--- config.mk ---
export PLATFORM = sky130hd
export DESIGN_NAME = nap_timer
export DESIGN_NICKNAME = d
export VERILOG_FILES = /design/src/rtl/nap_pkg.sv /design/src/rtl/nap_counter.sv /design/src/rtl/nap_boundary.sv /design/src/rtl/nap_watchdog.sv /design/src/rtl/nap_timer.sv
export SDC_FILE = /design/constraint.sdc
export NUM_CORES = 1
export LEC_CHECK = 0
export BUFFER_PORTS_ARGS = -buffer_cell sky130_fd_sc_hd__buf_2
export CORE_MARGIN = 1
export CORE_UTILIZATION = 50
export CTS_BUF_LIST = sky130_fd_sc_hd__clkbuf_16
export DETAILED_ROUTE_END_ITERATION = 6
export PLACE_DENSITY = 0.69
export SYNTH_ARGS = -nofsm -noshare
export SYNTH_HDL_FRONTEND = slang
export SYNTH_SLANG_ARGS = --single-unit
--- constraint.sdc ---
create_clock -name clk -period 3.3 [get_ports clk]
set_clock_uncertainty 0.15 [all_clocks]
set_input_delay 0.165 -clock clk [delete_from_list [all_inputs] [get_ports clk]]
set_output_delay 0.165 -clock clk [all_outputs]
set_load 0.1 [all_outputs]
--- src/rtl/nap_pkg.sv ---
package nap_pkg;
  // number of selectable interval codes for a 2-bit selector
  localparam int unsigned NAP_SEL_W = 2;
  localparam int unsigned NAP_CODES = 1 << NAP_SEL_W;

  typedef enum logic [NAP_SEL_W-1:0] {
    SPAN_64  = 2'd0,
    SPAN_512 = 2'd1,
    SPAN_4K  = 2'd2,
    SPAN_32K = 2'd3
  } nap_span_e;

  // number of low counter bits that must wrap for interval code 'code'
  function automatic int unsigned nap_span_bits(input int unsigned base,
                                                input int unsigned step,
                                                input int unsigned code);
    return base + step * code;
  endfunction
endpackage

--- src/rtl/nap_counter.sv ---
module nap_counter #(
  parameter int unsigned CNT_W = 15
) (
  input  logic             clk,
  input  logic             srst,
  input  logic             tick_en,
  output logic [CNT_W-1:0] cnt
);
  logic [CNT_W-1:0] cnt_q;

  always_ff @(posedge clk) begin
    if (srst)         cnt_q <= '0;
    else if (tick_en) cnt_q <= cnt_q + 1'b1;
  end

  assign cnt = cnt_q;

  // no tick, no movement
  assert_hold_R5: assert property (@(posedge clk) disable iff (srst)
    !tick_en |=> (cnt_q == $past(cnt_q)));
endmodule

--- src/rtl/nap_boundary.sv ---
module nap_boundary
  import nap_pkg::*;
#(
  parameter int unsigned CNT_W     = 15,
  parameter int unsigned SEL_W     = 2,
  parameter int unsigned BASE_LOG2 = 6,
  parameter int unsigned STEP_LOG2 = 3
) (
  input  logic             clk,
  input  logic             srst,
  input  logic             tick_en,
  input  logic [CNT_W-1:0] cnt,
  input  logic [SEL_W-1:0] sel,
  output logic             boundary,
  output logic             irq
);
  localparam int unsigned NCODES = 1 << SEL_W;

  logic [NCODES-1:0] wrap;

  // one wrap detector per interval code
  for (genvar k = 0; k < NCODES; k++) begin : g_span
    localparam int unsigned BITS = nap_span_bits(BASE_LOG2, STEP_LOG2, k);
    assign wrap[k] = &cnt[BITS-1:0];
  end

  assign boundary = tick_en & wrap[sel];

  logic irq_q;
  always_ff @(posedge clk) begin
    if (srst) irq_q <= 1'b0;
    else      irq_q <= boundary;
  end
  assign irq = irq_q;

  // interrupt is a single-cycle pulse
  assert_single_pulse_R4: assert property (@(posedge clk) disable iff (srst)
    irq_q |=> !irq_q);
endmodule

--- src/rtl/nap_watchdog.sv ---
module nap_watchdog #(
  parameter int unsigned LIMIT = 3
) (
  input  logic clk,
  input  logic srst,
  input  logic boundary,
  input  logic enable,
  input  logic kick,
  output logic bite
);
  localparam int unsigned CW = $clog2(LIMIT + 1);
  localparam logic [CW-1:0] LAST = CW'(LIMIT - 1);

  logic [CW-1:0] seen_q;
  logic          bite_q;

  always_ff @(posedge clk) begin
    if (srst) begin
      seen_q <= '0;
      bite_q <= 1'b0;
    end else if (!enable || kick) begin
      seen_q <= '0;
    end else if (boundary) begin
      if (seen_q == LAST) bite_q <= 1'b1;
      else                seen_q <= seen_q + 1'b1;
    end
  end

  assign bite = bite_q;

  // request is sticky
  assert_sticky_R9: assert property (@(posedge clk) disable iff (srst)
    bite_q |=> bite_q);
  // cannot rise while disabled
  assert_gated_R10: assert property (@(posedge clk) disable iff (srst)
    !enable |=> (bite_q == $past(bite_q)));
  // a kick clears the boundary count
  assert_kick_clears_R8: assert property (@(posedge clk) disable iff (srst)
    kick |=> (seen_q == '0));
endmodule

--- src/rtl/nap_timer.sv ---
module nap_timer
  import nap_pkg::*;
#(
  parameter int unsigned BASE_LOG2 = 6,
  parameter int unsigned STEP_LOG2 = 3,
  parameter int unsigned WD_LIMIT  = 3
) (
  input  logic                 clk,
  input  logic                 srst,
  input  logic                 tick_en,
  input  logic [NAP_SEL_W-1:0] period_sel,
  input  logic                 wd_enable,
  input  logic                 wd_kick,
  output logic                 sleep_irq,
  output logic                 wd_bite
);
  localparam int unsigned CNT_W = BASE_LOG2 + STEP_LOG2 * (NAP_CODES - 1);

  logic [CNT_W-1:0] cnt;
  logic             boundary;

  nap_counter #(.CNT_W(CNT_W)) u_cnt (
    .clk(clk), .srst(srst), .tick_en(tick_en), .cnt(cnt)
  );

  nap_boundary #(
    .CNT_W(CNT_W), .SEL_W(NAP_SEL_W),
    .BASE_LOG2(BASE_LOG2), .STEP_LOG2(STEP_LOG2)
  ) u_bnd (
    .clk(clk), .srst(srst), .tick_en(tick_en), .cnt(cnt),
    .sel(period_sel), .boundary(boundary), .irq(sleep_irq)
  );

  nap_watchdog #(.LIMIT(WD_LIMIT)) u_wd (
    .clk(clk), .srst(srst), .boundary(boundary),
    .enable(wd_enable), .kick(wd_kick), .bite(wd_bite)
  );

  // the request only rises together with an interval interrupt
  assert_bite_on_irq_R7: assert property (@(posedge clk) disable iff (srst)
    $rose(wd_bite) |-> sleep_irq);
  // no interrupt without a tick on the previous edge
  assert_irq_needs_tick_R5: assert property (@(posedge clk) disable iff (srst)
    !tick_en |=> !sleep_irq);
endmodule

==> metrics.yaml <==
outcome:
  status: "completed"
route:
  wl_mm: 1.49
  drc_errors: 0
  vias_per_cell: 5.51
  wire_per_inst_um: 12.0
  drt-pass1-iter-count: 4
  drt_iter0_markers: 9
  final_antenna_net_count: 0
  via_count: 683
clock_tree:
  htree_levels: 1
  cts_buffers: 3
  clockBufferDepth: 2
  cts_setup_buffers: 0
  cts_resized: 0
  cts-root-buf: "clkbuf_16"
  cts_tree: "done"
  clock_latency_ps: 250
  clk_pin_slew_ps: 50
  clock-sinks: 19
  cts_hold_buf: 0
timing:
  setup_viol: 0
  report.final.slew_viol_count: 0
  fmax_mhz: 477
  min_period_ps: 2090
  fin_crit_sh: 0.635
  rsz0062_at_grt: "false"
  worst_pin_slew_ps: 541
  final_hold_viol_count: 0
  slew_headroom: 0.637
  final.setup.tns_ps: 0
power_and_ir_drop:
  peakVddDrop_mv: 0.481
  p_per_area_nw_per_um2: 497
  cellLeakagePower_nw: 0.402
setup_path:
  worstPathRequired_ps: 3290
  start_kind: "register"
  arrival_ps: 2080
  path_buf_inv: 0
  critPathLaunch: "u_cnt.cnt[0]"
  slowest_stage: "dfxtp_1"
  r2r-start: "u_cnt.cnt[0]"
  cp-end-kind: "register"
  critPathMaxStageDelay_ps: 360
  path_class: "register to register"
  cp_top_family: "simple AND/OR/NAND/NOR gates"
  path_cells: "ha_1 -> nand3_1 -> nor2_1 -> and3_1 -> ha_1 -> nand2_1 -> nor2_1 -> a22o_2 -> nor3_1 -> o21a_1"
  path_max_fanout: 4
cells_and_area:
  drive_gt1_frac: 0.139
  post-route-util: 0.635
  synthToLayoutAreaGrowth_pct: 14.3
  finalNetCount: 119
  diodes: 0
  fillers: 141
  finalInstanceArea_um2: 1000
global_route:
  grtUsageTotal: 0.190
  grt_antenna_before_repair: 0
  grt_pass1_wl_mm: 2.76
  grt_remaining_overflow: 0
  grt_pass1_vias: 619
  grt_start_max_net_pins: 19
synthesis:
  synth_top_area_frac: 0.434
  synth-seq-cells: 19
  mappedNetlistArea_um2: 876
  synth_flop_cell: "dfxtp_1"
  syn_inst: 99
  yosysWarnings: 0
  synth_top_cells_by_area: "dfxtp_1 (43%), xor2_1 (10%), nor2_1 (7.7%), ha_1 (4.3%), nand3_1 (3.4%)"
  yosysTopAreaCell: "dfxtp_1"
  ys_seq_area_frac: 0.434
  yosysMostFrequentCell: "dfxtp_1"
  synth_nets: 109
  async_flop_share: 0
  ys_types: 30
  synth_common_cells: "dfxtp_1 (19), nor2_1 (18), xor2_1 (10)"
  avgSynthCellArea_um2: 8.85
  synth_edf_count: 0
die:
  initial_core_util: 0.556
  dieWidth_um: 43.9
  rows: 14
  io_pins: 9
  die_h_um: 43.9
  core-area_um2: 1580
  die_area_um2: 1920
place:
  place_area_um2: 921
  hpwl_mm: 1.06
  place_congestion: 0.714
  io_buffers: 8
min_path:
  min_path_type: "primary input to register"
  min_from: "wd_kick"
run:
  maxCapViolations: 0
## registers in the layout, indices dropped and copies added, names as in the netlist
name	cells
u_cnt.cnt	15
u_wd.seen_q	2
u_bnd.irq	1
u_wd.bite	1
## layout by cell type, fill, tap and decap left out, types with 2 or more instances in the layout
cell type  Yosys  layout
nand4_1        4       4
nor2_1        18      18
mux2i_1        2       2
a21oi_1        2       2
inv_1          2       2
nor3_1         3       3
o21a_1         2       2
xor2_1        10      10
clkbuf_16      0       3
dfxtp_1       19      19
buf_2          0       8
nand3_1        6       6
nand2_1        7       7
nor3b_1        2       2
ha_1           3       3
xnor2_1        2       2
## routing by layer
layer | GRT usage | vias up | share of wire
met2 | 0.287 | 11 | 0.47
li1 | - | 355 | -
met5 | 0 | - | 0
met3 | 0.0375 | 2 | 0.033
met4 | 0.0545 | 0 | 0.0061
met1 | 0.277 | 315 | 0.49
## area by class of cell
cell class                      count  area, um^2  share of cell area
Sequential cell                    19         380               0.380
Multi-Input combinational cell     75         473               0.473
Timing Repair Buffer                8        40.0              0.0400
Clock inverter                      1        5.00             0.00500
Tap cell                           16        20.0              0.0200
Inverter                            2        7.51             0.00750
Clock buffer                        3        75.1              0.0750
## power by group
group	internal [mW]	switching, mW
clock network	0.162	0.0821
logic	0.00826	0.0107
registers	0.232	0.00229
## cell families after synthesis
kind of cell	synth area share
and+or+nand+nor	0.279
DFF	0.434
xor gates and xnor gates	0.120
AOI/OAI and AO/OA	0.0757
buffers and inverters	0.0257
adders and majority gates	0.0429
muxes	0.0229
## worst reg2reg max path, cell delays in order, from the launching register on
cell and delay (ps):
dfxtp_1 360, ha_1 200, nand3_1 90, nor2_1 240
and3_1 200, ha_1 140, nand2_1 50, nor2_1 130
a22o_2 200, nor3_1 50, o21a_1 180
## worst paths after layout
kind	depth (start not counted)	end	slack (ps)
hold reg to reg	2	u_wd.bite	320
setup reg to reg	10	u_wd.seen_q[0]	1210
hold / removal	3	u_wd.seen_q[0]	60
setup / recovery	10	u_wd.seen_q[0]	1210
## metrics by stage
step           hold WS, ps  total power [mW]  setup WS (ps)  cells
5_1_grt               76.9             0.515           1020    124
4_1_cts               53.0             0.503           1240    124
3_5_place_dp           309             0.258           1270    120
6_report              55.2             0.498           1210    124
2_1_floorplan          197             0.253           1370     99
3_3_place_gp           296             0.258           1320    120
Power figures use the tool's default switching activity.
